$ cat config.mk
export PLATFORM = sky130hd
export DESIGN_NAME = bist_phase_sequencer
export DESIGN_NICKNAME = d
export VERILOG_FILES = /design/src/rtl/bseq_pkg.sv /design/src/rtl/bseq_counter.sv /design/src/rtl/bseq_fsm.sv /design/src/rtl/bseq_regs.sv /design/src/rtl/bist_phase_sequencer.sv
export SDC_FILE = /design/constraint.sdc
export NUM_CORES = 1
export LEC_CHECK = 0
export ABC_AREA = 1
export BUFFER_PORTS_ARGS = -buffer_cell sky130_fd_sc_hd__buf_2
export CAP_MARGIN = 20
export CORE_ASPECT_RATIO = 1.2
export CORE_MARGIN = 2
export CORE_UTILIZATION = 35
export DETAILED_ROUTE_END_ITERATION = 10
export HOLD_SLACK_MARGIN = 0.05
export PLACE_DENSITY_LB_ADDON = 0.15
export SYNTH_ARGS = -nofsm -noshare
export SYNTH_HDL_FRONTEND = slang
export SYNTH_SLANG_ARGS = --single-unit
$ cat constraint.sdc
create_clock -name clk -period 1.8 [get_ports clk]
set_input_delay 0.36 -clock clk [delete_from_list [all_inputs] [get_ports clk]]
set_output_delay 0.36 -clock clk [all_outputs]
set_load 0.05 [all_outputs]
$ cat src/rtl/bseq_pkg.sv
package bseq_pkg;

    typedef enum logic [1:0] {
        ST_IDLE  = 2'd0,
        ST_WRITE = 2'd1,
        ST_EXEC  = 2'd2,
        ST_WAIT  = 2'd3
    } seq_state_t;

    // Event handed from the state machine to the register bank
    typedef struct packed {
        logic rec;   // a phase completed this cycle
        logic fail;  // its outcome was a failure
        logic fin;   // it was the last phase
    } seq_evt_t;

    localparam int REG_CTRL        = 0;
    localparam int REG_STAT        = 1;
    localparam int CTRL_RUN_BIT    = 0;
    localparam int CTRL_REGION_LSB = 1;
    localparam int CTRL_PHASE_LSB  = 3;

    function automatic int ctrl_row_lsb(input int ph_w);
        return CTRL_PHASE_LSB + ph_w;
    endfunction

    function automatic int ctrl_frm_lsb(input int ph_w, input int row_w);
        return CTRL_PHASE_LSB + ph_w + row_w;
    endfunction

endpackage

$ cat src/rtl/bseq_counter.sv
module bseq_counter #(
    parameter int W = 4
) (
    input  logic         clk,
    input  logic         rst,
    input  logic         clr,
    input  logic         inc,
    input  logic [W-1:0] last,
    output logic [W-1:0] cnt,
    output logic         at_last
);
    always_ff @(posedge clk) begin
        if (rst || clr) cnt <= '0;
        else if (inc)   cnt <= cnt + W'(1);
    end

    assign at_last = (cnt == last);
endmodule

$ cat src/rtl/bseq_fsm.sv
module bseq_fsm
    import bseq_pkg::*;
(
    input  logic       clk,
    input  logic       rst,
    input  logic       start,
    input  logic       frm_ack,
    input  logic       test_done,
    input  logic       test_pass,
    input  logic       frame_last,
    input  logic       row_last,
    input  logic       phase_last,
    output seq_state_t state,
    output logic       frame_clr,
    output logic       frame_inc,
    output logic       row_clr,
    output logic       row_inc,
    output logic       phase_inc,
    output seq_evt_t   evt
);
    seq_state_t nxt;
    logic       step, row_end, phase_end;

    assign step      = (state == ST_WRITE) && frm_ack;
    assign row_end   = step && frame_last;
    assign phase_end = row_end && row_last;

    assign frame_clr = start || row_end;
    assign frame_inc = step && !frame_last;
    assign row_clr   = start || phase_end;
    assign row_inc   = row_end && !row_last;

    always_comb begin
        evt.rec   = (state == ST_WAIT) && test_done;
        evt.fail  = !test_pass;
        evt.fin   = evt.rec && phase_last;
        phase_inc = evt.rec && !phase_last;
    end

    always_comb begin
        nxt = state;
        unique case (state)
            ST_IDLE:  if (start) nxt = ST_WRITE;
            ST_WRITE: if (phase_end) nxt = ST_EXEC;
            ST_EXEC:  nxt = ST_WAIT;
            ST_WAIT:  if (test_done) nxt = phase_last ? ST_IDLE : ST_WRITE;
            default:  nxt = ST_IDLE;
        endcase
    end

    always_ff @(posedge clk) begin
        if (rst) state <= ST_IDLE;
        else     state <= nxt;
    end
endmodule

$ cat src/rtl/bseq_regs.sv
module bseq_regs
    import bseq_pkg::*;
#(
    parameter int DATA_W = 32,
    parameter int ADDR_W = 2,
    parameter int PH_W   = 3,
    parameter int ROW_W  = 4,
    parameter int FRM_W  = 4,
    localparam int NPH   = 1 << PH_W
) (
    input  logic              clk,
    input  logic              rst,
    input  logic              bus_we,
    input  logic [ADDR_W-1:0] bus_addr,
    input  logic [DATA_W-1:0] bus_wdata,
    output logic [DATA_W-1:0] bus_rdata,
    input  logic              idle,
    input  seq_evt_t          evt,
    input  logic [PH_W-1:0]   evt_phase,
    output logic              start,
    output logic [1:0]        region,
    output logic [PH_W-1:0]   phase_last,
    output logic [ROW_W-1:0]  row_last,
    output logic [FRM_W-1:0]  frm_last,
    output logic              done
);
    localparam int ROW_LSB = ctrl_row_lsb(PH_W);
    localparam int FRM_LSB = ctrl_frm_lsb(PH_W, ROW_W);

    logic           ctrl_wr;
    logic [NPH-1:0] fail_q;
    logic           sticky_q;
    logic           unused_wbits;

    assign ctrl_wr      = bus_we && (bus_addr == ADDR_W'(REG_CTRL)) && idle;
    assign start        = ctrl_wr && bus_wdata[CTRL_RUN_BIT];
    assign unused_wbits = ^bus_wdata;

    // Write-only control register: configuration fields plus the done flag
    always_ff @(posedge clk) begin
        if (rst) begin
            region     <= '0;
            phase_last <= '0;
            row_last   <= '0;
            frm_last   <= '0;
            done       <= 1'b0;
        end else begin
            if (ctrl_wr) begin
                region     <= bus_wdata[CTRL_REGION_LSB +: 2];
                phase_last <= bus_wdata[CTRL_PHASE_LSB +: PH_W];
                row_last   <= bus_wdata[ROW_LSB +: ROW_W];
                frm_last   <= bus_wdata[FRM_LSB +: FRM_W];
            end
            if (start)        done <= 1'b0;
            else if (evt.fin) done <= 1'b1;
        end
    end

    // Result register: one fail bit per phase plus a sticky flag
    always_ff @(posedge clk) begin
        if (rst || start) begin
            fail_q   <= '0;
            sticky_q <= 1'b0;
        end else if (evt.rec && evt.fail) begin
            fail_q[evt_phase] <= 1'b1;
            sticky_q          <= 1'b1;
        end
    end

    always_comb begin
        bus_rdata = '0;
        if (bus_addr == ADDR_W'(REG_STAT)) begin
            bus_rdata[NPH-1:0] = fail_q;
            bus_rdata[NPH]     = sticky_q;
            bus_rdata[NPH+1]   = !idle;
            bus_rdata[NPH+2]   = done;
        end
    end
endmodule

$ cat src/rtl/bist_phase_sequencer.sv
module bist_phase_sequencer
    import bseq_pkg::*;
#(
    parameter int DATA_W = 32,
    parameter int ADDR_W = 2,
    parameter int PH_W   = 3,
    parameter int ROW_W  = 4,
    parameter int FRM_W  = 4
) (
    input  logic              clk,
    input  logic              rst,
    input  logic              bus_we,
    input  logic [ADDR_W-1:0] bus_addr,
    input  logic [DATA_W-1:0] bus_wdata,
    output logic [DATA_W-1:0] bus_rdata,
    output logic              frm_req,
    input  logic              frm_ack,
    output logic [1:0]        frm_region,
    output logic [PH_W-1:0]   frm_phase,
    output logic [ROW_W-1:0]  frm_row,
    output logic [FRM_W-1:0]  frm_frame,
    output logic              test_start,
    input  logic              test_done,
    input  logic              test_pass,
    output logic              busy,
    output logic              seq_done
);
    seq_state_t       state;
    seq_evt_t         evt;
    logic             start;
    logic [PH_W-1:0]  phase_lim;
    logic [ROW_W-1:0] row_lim;
    logic [FRM_W-1:0] frm_lim;
    logic             frame_clr, frame_inc, row_clr, row_inc, phase_inc;
    logic             frame_last, row_last, phase_last;

    bseq_regs #(
        .DATA_W(DATA_W), .ADDR_W(ADDR_W),
        .PH_W(PH_W), .ROW_W(ROW_W), .FRM_W(FRM_W)
    ) u_regs (
        .clk(clk), .rst(rst),
        .bus_we(bus_we), .bus_addr(bus_addr),
        .bus_wdata(bus_wdata), .bus_rdata(bus_rdata),
        .idle(state == ST_IDLE), .evt(evt), .evt_phase(frm_phase),
        .start(start), .region(frm_region),
        .phase_last(phase_lim), .row_last(row_lim), .frm_last(frm_lim),
        .done(seq_done)
    );

    bseq_fsm u_fsm (
        .clk(clk), .rst(rst), .start(start),
        .frm_ack(frm_ack), .test_done(test_done), .test_pass(test_pass),
        .frame_last(frame_last), .row_last(row_last), .phase_last(phase_last),
        .state(state),
        .frame_clr(frame_clr), .frame_inc(frame_inc),
        .row_clr(row_clr), .row_inc(row_inc),
        .phase_inc(phase_inc), .evt(evt)
    );

    bseq_counter #(.W(FRM_W)) u_frame_cnt (
        .clk(clk), .rst(rst), .clr(frame_clr), .inc(frame_inc),
        .last(frm_lim), .cnt(frm_frame), .at_last(frame_last)
    );

    bseq_counter #(.W(ROW_W)) u_row_cnt (
        .clk(clk), .rst(rst), .clr(row_clr), .inc(row_inc),
        .last(row_lim), .cnt(frm_row), .at_last(row_last)
    );

    bseq_counter #(.W(PH_W)) u_phase_cnt (
        .clk(clk), .rst(rst), .clr(start), .inc(phase_inc),
        .last(phase_lim), .cnt(frm_phase), .at_last(phase_last)
    );

    assign frm_req    = (state == ST_WRITE);
    assign test_start = (state == ST_EXEC);
    assign busy       = (state != ST_IDLE);
endmodule

Yosys cells after proc, flatten, opt, wreduce, memory -nomap -nowiden:

Index checks and enable logic that the tools add are counted.

* input port bits: 40
* logic and storage cells: 63
* register bits after elaboration: 36

* reduce and logical (&&, ||, !) cells: 28
* order comparisons: 2
* equal/unequal tests: 10
* $add $sub $neg: 3
* bitwise gates (word level): 1
* muxes and demuxes: 8

Operator list (count)
* 1-bit logical AND: 13
* 11-bit two-way mux: 1
* 4-bit by 1-bit adder with 4-bit output, second input constant: 2
* 4-bit == test: 2
* 8-bit OR: 1
* 2-bit one-hot mux with 4 select lines: 1
* 2-bit two-way mux: 3
* 1-bit zero test: 5
* 1-bit logical OR: 5
* 2-bit by 1-bit == test with 1-bit output, second input constant: 2
* 2-bit == test, second input constant: 2
* 2-bit zero test: 2
* 3-bit by 4-bit less-than comparator with 1-bit output, second input constant: 1
* 2-bit by 1-bit inequality test with 1-bit output, second input constant: 2
* 3-bit by 1-bit adder with 3-bit output, second input constant: 1
* 1-bit demux with 3-bit select: 1
* 3-bit == test: 1
* 3-bit by 1-bit greater-or-equal comparator with 1-bit output, second input constant: 1
* 3-bit AND reduction: 1
* 1-bit two-way mux: 2
* 2-bit inequality test, second input constant: 1
* 2-bit nonzero test: 1
* 2-bit OR reduction: 1

Longest topological paths before layout:

Gate-level depths: netlist of the first run.

* depth in word-level cells: 6
* depth in mapped cells: 11
* mapped depth without buffers: 11

By module:

From an unflattened synthesis of the first run, not the netlist that was laid out.

* cells, all modules: 306
* area, all modules: 2075.7 um^2

Modules (own cells, without submodules)
* bseq_regs: cells each 164, area each 1179.9 um^2, times used 1, seq. area each 460.4 um^2
* bseq_counter at u_frame_cnt ...: cells each 34, area each 226.5 um^2, times used 2, seq. area each 80.1 um^2
* bseq_fsm: cells each 43, area each 249.0 um^2, times used 1, seq. area each 40.0 um^2
* bseq_counter at u_phase_cnt: cells each 25, area each 171.4 um^2, times used 1, seq. area each 60.1 um^2
* bist_phase_sequencer: cells each 6, area each 22.5 um^2, times used 1, seq. area each 0.0 um^2

Worst setup path before layout of the first run:

No wires, ideal clock.

* path type: register to output
* from: register u_regs.done
* to: output port bus_rdata[10]
* arrival time: 1.396 ns
* path buffers: 0
* slack: 0.044 ns
* cell stages (with the launch flop): 3
* cells stage by stage: dfxtp_1 inv_1 nor2_1

* cells in the longest elaborated chain, start to end: 1

Ends and longest elaborated chain
* from (decl): line bseq_regs.sv:25 `output logic done`
* from (signal assigned): line bseq_regs.sv:46 `done <= 1'b0;`
* from (signal assigned): line bseq_regs.sv:54 `if (start) done <= 1'b0;`
* from (signal assigned): line bseq_regs.sv:55 `else if (evt.fin) done <= 1'b1;`
* 11-bit two-way mux: line bseq_regs.sv:72 `if (bus_addr == ADDR_W'(REG_STAT)) begin`
* to (decl): line bist_phase_sequencer.sv:15 `output logic [DATA_W-1:0] bus_rdata,`

No other way between the ends.

Worst setup path in the final report of the first run:

* from: register u_fsm.state[0]
* to: output port busy

* cells in the longest elaborated chain, start to end: 1

Ends and longest elaborated chain
* from (decl): line bseq_fsm.sv:13 `output seq_state_t state,`
* from (signal assigned): line bseq_fsm.sv:53 `else state <= nxt;`
* 2-bit nonzero test: line bist_phase_sequencer.sv:77 `assign busy = (state != ST_IDLE);`
* to (decl): line bist_phase_sequencer.sv:25 `output logic busy,`

No other way between the ends.

==> flow_metrics.tcl, run 1 <==
set metrics [dict create \
    critPathMaxFanout 4 \
    fin_worst_skew_ns 0.00851 \
    routed_wl_um 3920 \
    max_freq_mhz 584 \
    num_rows 29 \
    grt_max_degree 19 \
    hp-class "primary input to flop" \
    fillers 583 \
    arrival_ns 1.35 \
    root_buffer "clkbuf_8" \
    maxCapViolations 0 \
    path_clk_slew_ns 0.08 \
    die_y_um 86.1 \
    core_region_area_um2 5370 \
    cts_setup_buffers 0 \
    ys_seq_area_share_pct 36.7 \
    final_layout_size_suffix_gt1_share_pct 25.0 \
    period_share_pct 95.1 \
    cp.required_ns 1.44 \
    r2r_slack_ns 0.23 \
    synth_area_um2 1960 \
    die_w_um 72.4 \
    start_kind "flop" \
    remaining_drc_errors 0 \
    start_util_pct 36.6 \
    drt-initial-drc-count 35 \
    routed_via_density 4.33 \
    yosys.area.top_type_share_pct 36.7 \
    netlist_instances 278 \
    h-tree-depth 2 \
    dp_slack_ns 0.197 \
    syn_to_final_growth_pct 20.3 \
    path_class "flop to output pin" \
    clk_latency_ns 0.29 \
    clock-sinks 36 \
    p_switching_w 0.00102 \
    leakagePower_nw 1.17 \
    nets 383 \
    setup_viol 0 \
    finalMaxSlewViolations 0 \
    numCtsBuffers 5 \
    clkPwrFrac_pct 27.8 \
    portBuffers 49 \
    yosysTopAreaCell "dfxtp_1" \
    ant_nets 0 \
    wl_per_cell_um 9.84 \
    p_comb_share_pct 36.2 \
    synth.avg_cell_area_um2 7.07 \
    grt_pass1_wl_um 6690 \
    reg2reg_depth 11 \
    ys_warn_count 0 \
    firstDrtPassIters 4 \
    dieArea_um2 6230 \
    status "finished clean" \
    setup.worst_path.end "busy" \
    power_frac_seq_pct 35.9 \
    fin_ws_ns 0.0889 \
    ioPinCount 89 \
    critical_path.startpoint "u_fsm.state[0]" \
    antenna_found_initial 0 \
    ir_drop_mv 0.546 \
    finalCriticalPeriod_ns 1.71 \
    rsz0062_at_grt "false" \
    dpl.hpwl_um 3130 \
    place_congestion 0.752 \
    r2r_end "u_frame_cnt.cnt[3]" \
    power_per_cell_area_nw_per_um2 1090 \
    ff_latch_area_um2 722 \
    ys_ff_latch 36 \
    grt_usage_pct 13.5 \
    crit_path_end_kind "output pin" \
    synthDistinctLibCells 30 \
    yosys-top-cells-area "dfxtp_1 37%, nand2_1 10%, buf_4 8.0%" \
    setup_tns_ns 0 \
    timing.rr.start "u_fsm.state[1]" \
    overflow 0 \
    multiInputGateArea_um2 973 \
    switching_share_pct 39.5 \
    hold_violations 0 \
    cts_tree "done" \
    diodes 0 \
    grt_pass1_vias 1573 \
    internal-power_w 0.00156 \
    cts_buffer_depth 2 \
    final_core_util_pct 44.0 \
    vias 1725 \
]
-- sequential cells by signal (all words and copies together), names as in the netlist --
name               count
u_fsm.state            2
u_row_cnt.cnt          4
u_regs.phase_last      3
u_frame_cnt.cnt        4
u_regs.frm_last        4
u_regs.row_last        4
u_phase_cnt.cnt        3
u_regs.fail_q          8
u_regs.region          2
u_regs.done            1
u_regs.sticky_q        1
-- repair_timing --
item	CTS	global route
resized for setup	0	3
hold buffers	0	0
endpoints found under the hold margin	0	0
endpoints found under the setup margin	0	2
-- through the flow --
step | power (W) | std cells | hold WS [ns] | area (um2)
detailed placement | 0.00189 | 390 | 0.450 | 2250
global route | 0.00274 | 398 | 0.293 | 2360
global placement | 0.00188 | 390 | 0.446 | 2250
floorplan | 0.00172 | 298 | 0.432 | 2040
finish | 0.00258 | 398 | 0.285 | 2360
CTS | 0.00261 | 398 | 0.282 | 2360
-- cell type report --
| type | instances | share of cell area [%] |
|---|---|---|
| multi-input cells | 192 | 41.2 |
| flip-flops and latches | 36 | 30.5 |
| repair buffers | 56 | 13.2 |
| inverters | 44 | 7.04 |
| well taps | 62 | 3.28 |
| clock buffers | 5 | 2.91 |
| clock inverters | 3 | 1.80 |
-- synthesized netlist by cell type (all sizes together) --
cell type   n
dfxtp      36
xor2        2
nor3b       2
nand2      56
clkinv      1
ha          8
inv        43
a22oi       1
xnor2       3
clkbuf      4
o21ai      21
or2         1
nand3       5
nor3        2
nor2       39
a21oi      28
buf        22
conb        1
nand4       1
nand3b      1
o21bai      1
-- metal layers --
metal | part of all wire [%] | GRT usage, % | vias to the layer above
met1 | 45 | 16.4 | 745
li1 | - | - | 934
met2 | 49 | 22.8 | 41
met5 | 0 | 0 | -
met4 | 1.1 | 4.55 | 0
met3 | 4.7 | 4.00 | 5
-- power by group through the flow --
| stage | clock [W] | combinational, W | sequential [W] |
|---|---|---|---|
| after detailed placement | 0 | 0.000943 | 0.000944 |
| final | 0.000719 | 0.000935 | 0.000927 |
| after floorplan | 0 | 0.000726 | 0.000994 |
| after global routing | 0.000770 | 0.00104 | 0.000938 |
| after global placement | 0 | 0.000940 | 0.000943 |
| after CTS | 0.000737 | 0.000946 | 0.000925 |
-- cells in the final DEF, fill, tap and decap left out, types with 2 or more instances in the layout --
cell type / netlist / layout
clkbuf_8: 0 / 5
nor2_1: 35 / 35
inv_2: 8 / 8
nand3_1: 4 / 4
clkinv_2: 1 / 2
conb_1: 1 / 21
o21ai_0: 17 / 17
xnor2_1: 3 / 3
inv_1: 35 / 35
nor2_4: 3 / 3
buf_2: 1 / 48
buf_4: 21 / 7
dfxtp_1: 36 / 35
nor3b_1: 2 / 2
a21oi_1: 28 / 28
xor2_1: 2 / 2
nand2_1: 54 / 54
ha_1: 8 / 8
nor3_1: 2 / 2
o21ai_1: 4 / 4
-- critical path: stages, from the launching register on --
cell and delay [ns]:
dfxtp_1 0.39, inv_1 0.08, ha_1 0.25, inv_2 0.09, buf_2 0.26
-- how the worst min path moves through the flow --
| stage | start | end | depth (start not counted) |
|---|---|---|---|
| 2_1_floorplan | u_regs.sticky_q | u_regs.sticky_q | 2 |
| 3_3_place_gp | u_regs.fail_q[7] | u_regs.fail_q[7] | 2 |
| 3_5_place_dp | u_regs.fail_q[2] | u_regs.fail_q[2] | 2 |
| 4_1_cts | bus_wdata[4] | u_regs.phase_last[1] | 3 |
| 5_1_grt | bus_wdata[2] | u_regs.region[1] | 3 |
| 6_report | bus_wdata[2] | u_regs.region[1] | 3 |
-- logic make-up (layout without fill, tap and decap cells) --
family / after synthesis / after routing / share of synthesized area, %
buffers and inverters: 70 / 108 / 17.6
adder cells (fa/ha/maj): 8 / 8 / 5.10
AO/OA/AOI/OAI: 51 / 51 / 14.1
XOR/XNOR: 5 / 5 / 2.23
flip-flops: 36 / 36 / 36.7
AND/OR/NAND/NOR: 107 / 107 / 24.1
other: 1 / 21 / 0.191
Note: power is estimated with default switching activity, not from simulation.
==> inputs of run 2 (changes only) <==
--- a/config.mk
+++ b/config.mk
@@ -5,15 +5,14 @@
 export SDC_FILE = /design/constraint.sdc
 export NUM_CORES = 1
 export LEC_CHECK = 0
-export ABC_AREA = 1
 export BUFFER_PORTS_ARGS = -buffer_cell sky130_fd_sc_hd__buf_2
 export CAP_MARGIN = 20
 export CORE_ASPECT_RATIO = 1.2
 export CORE_MARGIN = 2
 export CORE_UTILIZATION = 35
 export DETAILED_ROUTE_END_ITERATION = 10
+export GPL_TIMING_DRIVEN = 1
 export HOLD_SLACK_MARGIN = 0.05
-export PLACE_DENSITY_LB_ADDON = 0.15
 export SYNTH_ARGS = -nofsm -noshare
 export SYNTH_HDL_FRONTEND = slang
 export SYNTH_SLANG_ARGS = --single-unit
==> flow_metrics.tcl, run 2 <==
set metrics [dict create \
    dpl_cell_area_um2 2220 \
    path_clk_slew_ns 0.08 \
    ant_nets 0 \
    dpl.hpwl_um 2930 \
    cts_tree "done" \
    leakagePower_nw 1.11 \
    wl_per_cell_um 11.2 \
    routed_via_density 4.47 \
    synth.avg_cell_area_um2 8.22 \
    grt_pass1_vias 1445 \
    dieArea_um2 5960 \
    period_share_pct 99.4 \
    yosys.area.top_type_share_pct 38.5 \
    dp_slack_ns 0.0286 \
    synth_most_common_cell "dfxtp_1" \
    final_layout_size_suffix_gt1_share_pct 32.2 \
    vias 1568 \
    synth-edff-count 0 \
    arrival_ns 1.97 \
    synthDistinctLibCells 35 \
    layout_common_cells "48 x buf_2, 32 x nand2_1, 29 x a21oi_1" \
    die_w_um 70.8 \
    ys_warn_count 0 \
    fin_ws_ns 0.0107 \
    start_kind "flop" \
    num_rows 29 \
    ys_ff_latch 36 \
    yosysTopAreaCell "dfxtp_1" \
    clock-sinks 36 \
    dp_cells 343 \
    setup_viol 0 \
    place_congestion 0.719 \
    remaining_drc_errors 0 \
    portBuffers 49 \
    largest_reg_flops 8 \
    yosys-top-cells-area "dfxtp_1 38%, buf_4 8.4%, a21oi_1 8.0%" \
    fin_cells 351 \
    numCtsBuffers 5 \
    clk_latency_ns 0.28 \
    regMostFlops "u_regs.fail_q" \
    ioPinCount 89 \
    ys.flop_type "dfxtp_1" \
    hold_violations 0 \
    finalInstanceArea_um2 2350 \
    power_per_cell_area_nw_per_um2 929 \
    max_freq_mhz 559 \
    finalMaxSlewViolations 0 \
    hold_buffers 0 \
    routed_wl_um 3940 \
    multiInputGateArea_um2 1060 \
    antenna_found_initial 0 \
    critical_path.startpoint "u_frame_cnt.cnt[1]" \
    syn_to_final_growth_pct 25.3 \
    fillers 530 \
    grt_max_degree 19 \
    die_y_um 84.2 \
    firstDrtPassIters 4 \
    cts_setup_buffers 0 \
    critPathMaxFanout 5 \
    grt_pass1_wl_um 6590 \
    whs_ns 0.301 \
    netlist_instances 228 \
    crit_path_end_kind "flop" \
    hp-class "primary input to flop" \
    fin_worst_skew_ns 0.00515 \
    timing.rr.start "u_frame_cnt.cnt[1]" \
    h-tree-depth 2 \
    finalCriticalPeriod_ns 1.79 \
    async_reset_ff_share_pct 0 \
    cts_buffer_depth 2 \
    r2r_slack_ns 0.01 \
    cp.required_ns 1.98 \
    root_buffer "clkbuf_8" \
    core_region_area_um2 5230 \
    rsz0062_at_grt "true" \
    start_util_pct 35.9 \
    status "finished clean" \
    grt_usage_pct 13.9 \
    nets 336 \
    overflow 0 \
    path_class "flop to flop" \
    ys_top_cells_by_count "36 x dfxtp_1, 32 x nand2_1, 30 x a21oi_1, 26 x nor2_1, 21 x buf_4" \
    diodes 0 \
    maxCapViolations 0 \
    ys_seq_area_share_pct 38.5 \
    synth_area_um2 1870 \
    ir_drop_mv 0.436 \
    final_common_cell "buf_2" \
    min-delay-start "bus_wdata[11]" \
    drt-initial-drc-count 48 \
    ff_latch_area_um2 748 \
]
[run 2: changes by cell type after synthesis, moves of 7 or more]
cell,delta
xor2_1,+7
inv_2,-8
and2_1,+12
o21ai_0,-13
nor2_1,-9
nand2_1,-22
inv_1,-32
[run 2: power breakdown]
group / leakage [nW] / total [W] / internal, W / switching (W)
sequential: 0.298 / 0.000850 / 0.000823 / 0.0000265
combinational: 0.754 / 0.000673 / 0.000217 / 0.000456
clock: 0.0566 / 0.000658 / 0.000355 / 0.000303
total: 1.11 / 0.00218 / 0.00140 / 0.000785
[run 2: area by class of cell]
type / count / share of cell area (%)
timing repair buffer: 62 / 14.9
tap: 62 / 3.30
sequential: 36 / 31.9
inverter: 3 / 0.479
clock inverter: 2 / 0.479
clock buffer: 6 / 4.00
multi-input combinational: 180 / 45.0
[run 2: final timing paths]
| check | endpoint | depth (start not counted) |
|---|---|---|
| worst min register to register | u_regs.region[1] | 2 |
| worst min-delay path | u_regs.frm_last[1] | 3 |
| worst max register to register | u_fsm.state[0] | 5 |
| worst max-delay path | u_fsm.state[0] | 5 |
[run 2: per-layer routing]
metal / vias up / wire length (um) / global-route usage (%)
li1: 827 / - / -
met1: 691 / 1690 / 16.2
met2: 46 / 1970 / 23.8
met3: 4 / 247 / 4.20
met4: 0 / 42 / 5.15
met5: - / 0 / 0
[run 2: worst max-delay path: stages (launching register included)]
cell	delay, ns
dfxtp_4	0.37
xor2_2	0.16
nor4_4	0.38
nand4_1	0.16
a211oi_2	0.29
mux2_4	0.32
[run 2: cells by family (layout without fill, tap and decap cells)]
logic type / count (synthesis) / after routing / synth area share, %
AO/OA/AOI/OAI: 39 / 39 / 11.1
XOR/XNOR: 13 / 13 / 6.07
adder cells (fa/ha/maj): 8 / 8 / 5.34
buffers and inverters: 32 / 73 / 10.6
flip-flops: 36 / 36 / 38.5
multiplexers: 3 / 3 / 1.67
other: 1 / 21 / 0.200
AND/OR/NAND/NOR: 96 / 96 / 26.5
[run 2: repair_timing]
item,in CTS,in global routing
resized for setup,2,7
pin swaps,0,2
endpoints found under the setup margin,1,8
gates cloned,0,0
[run 2: metrics by stage]
step | TNS [ns] | total power [W] | util (%)
after floorplan | -0.168 | 0.00139 | -
after global placement | 0 | 0.00152 | 42.4
after detailed placement | 0 | 0.00153 | 42.4
after CTS | 0 | 0.00220 | 44.5
after global routing | -0.266 | 0.00230 | 44.9
final | 0 | 0.00218 | 44.9
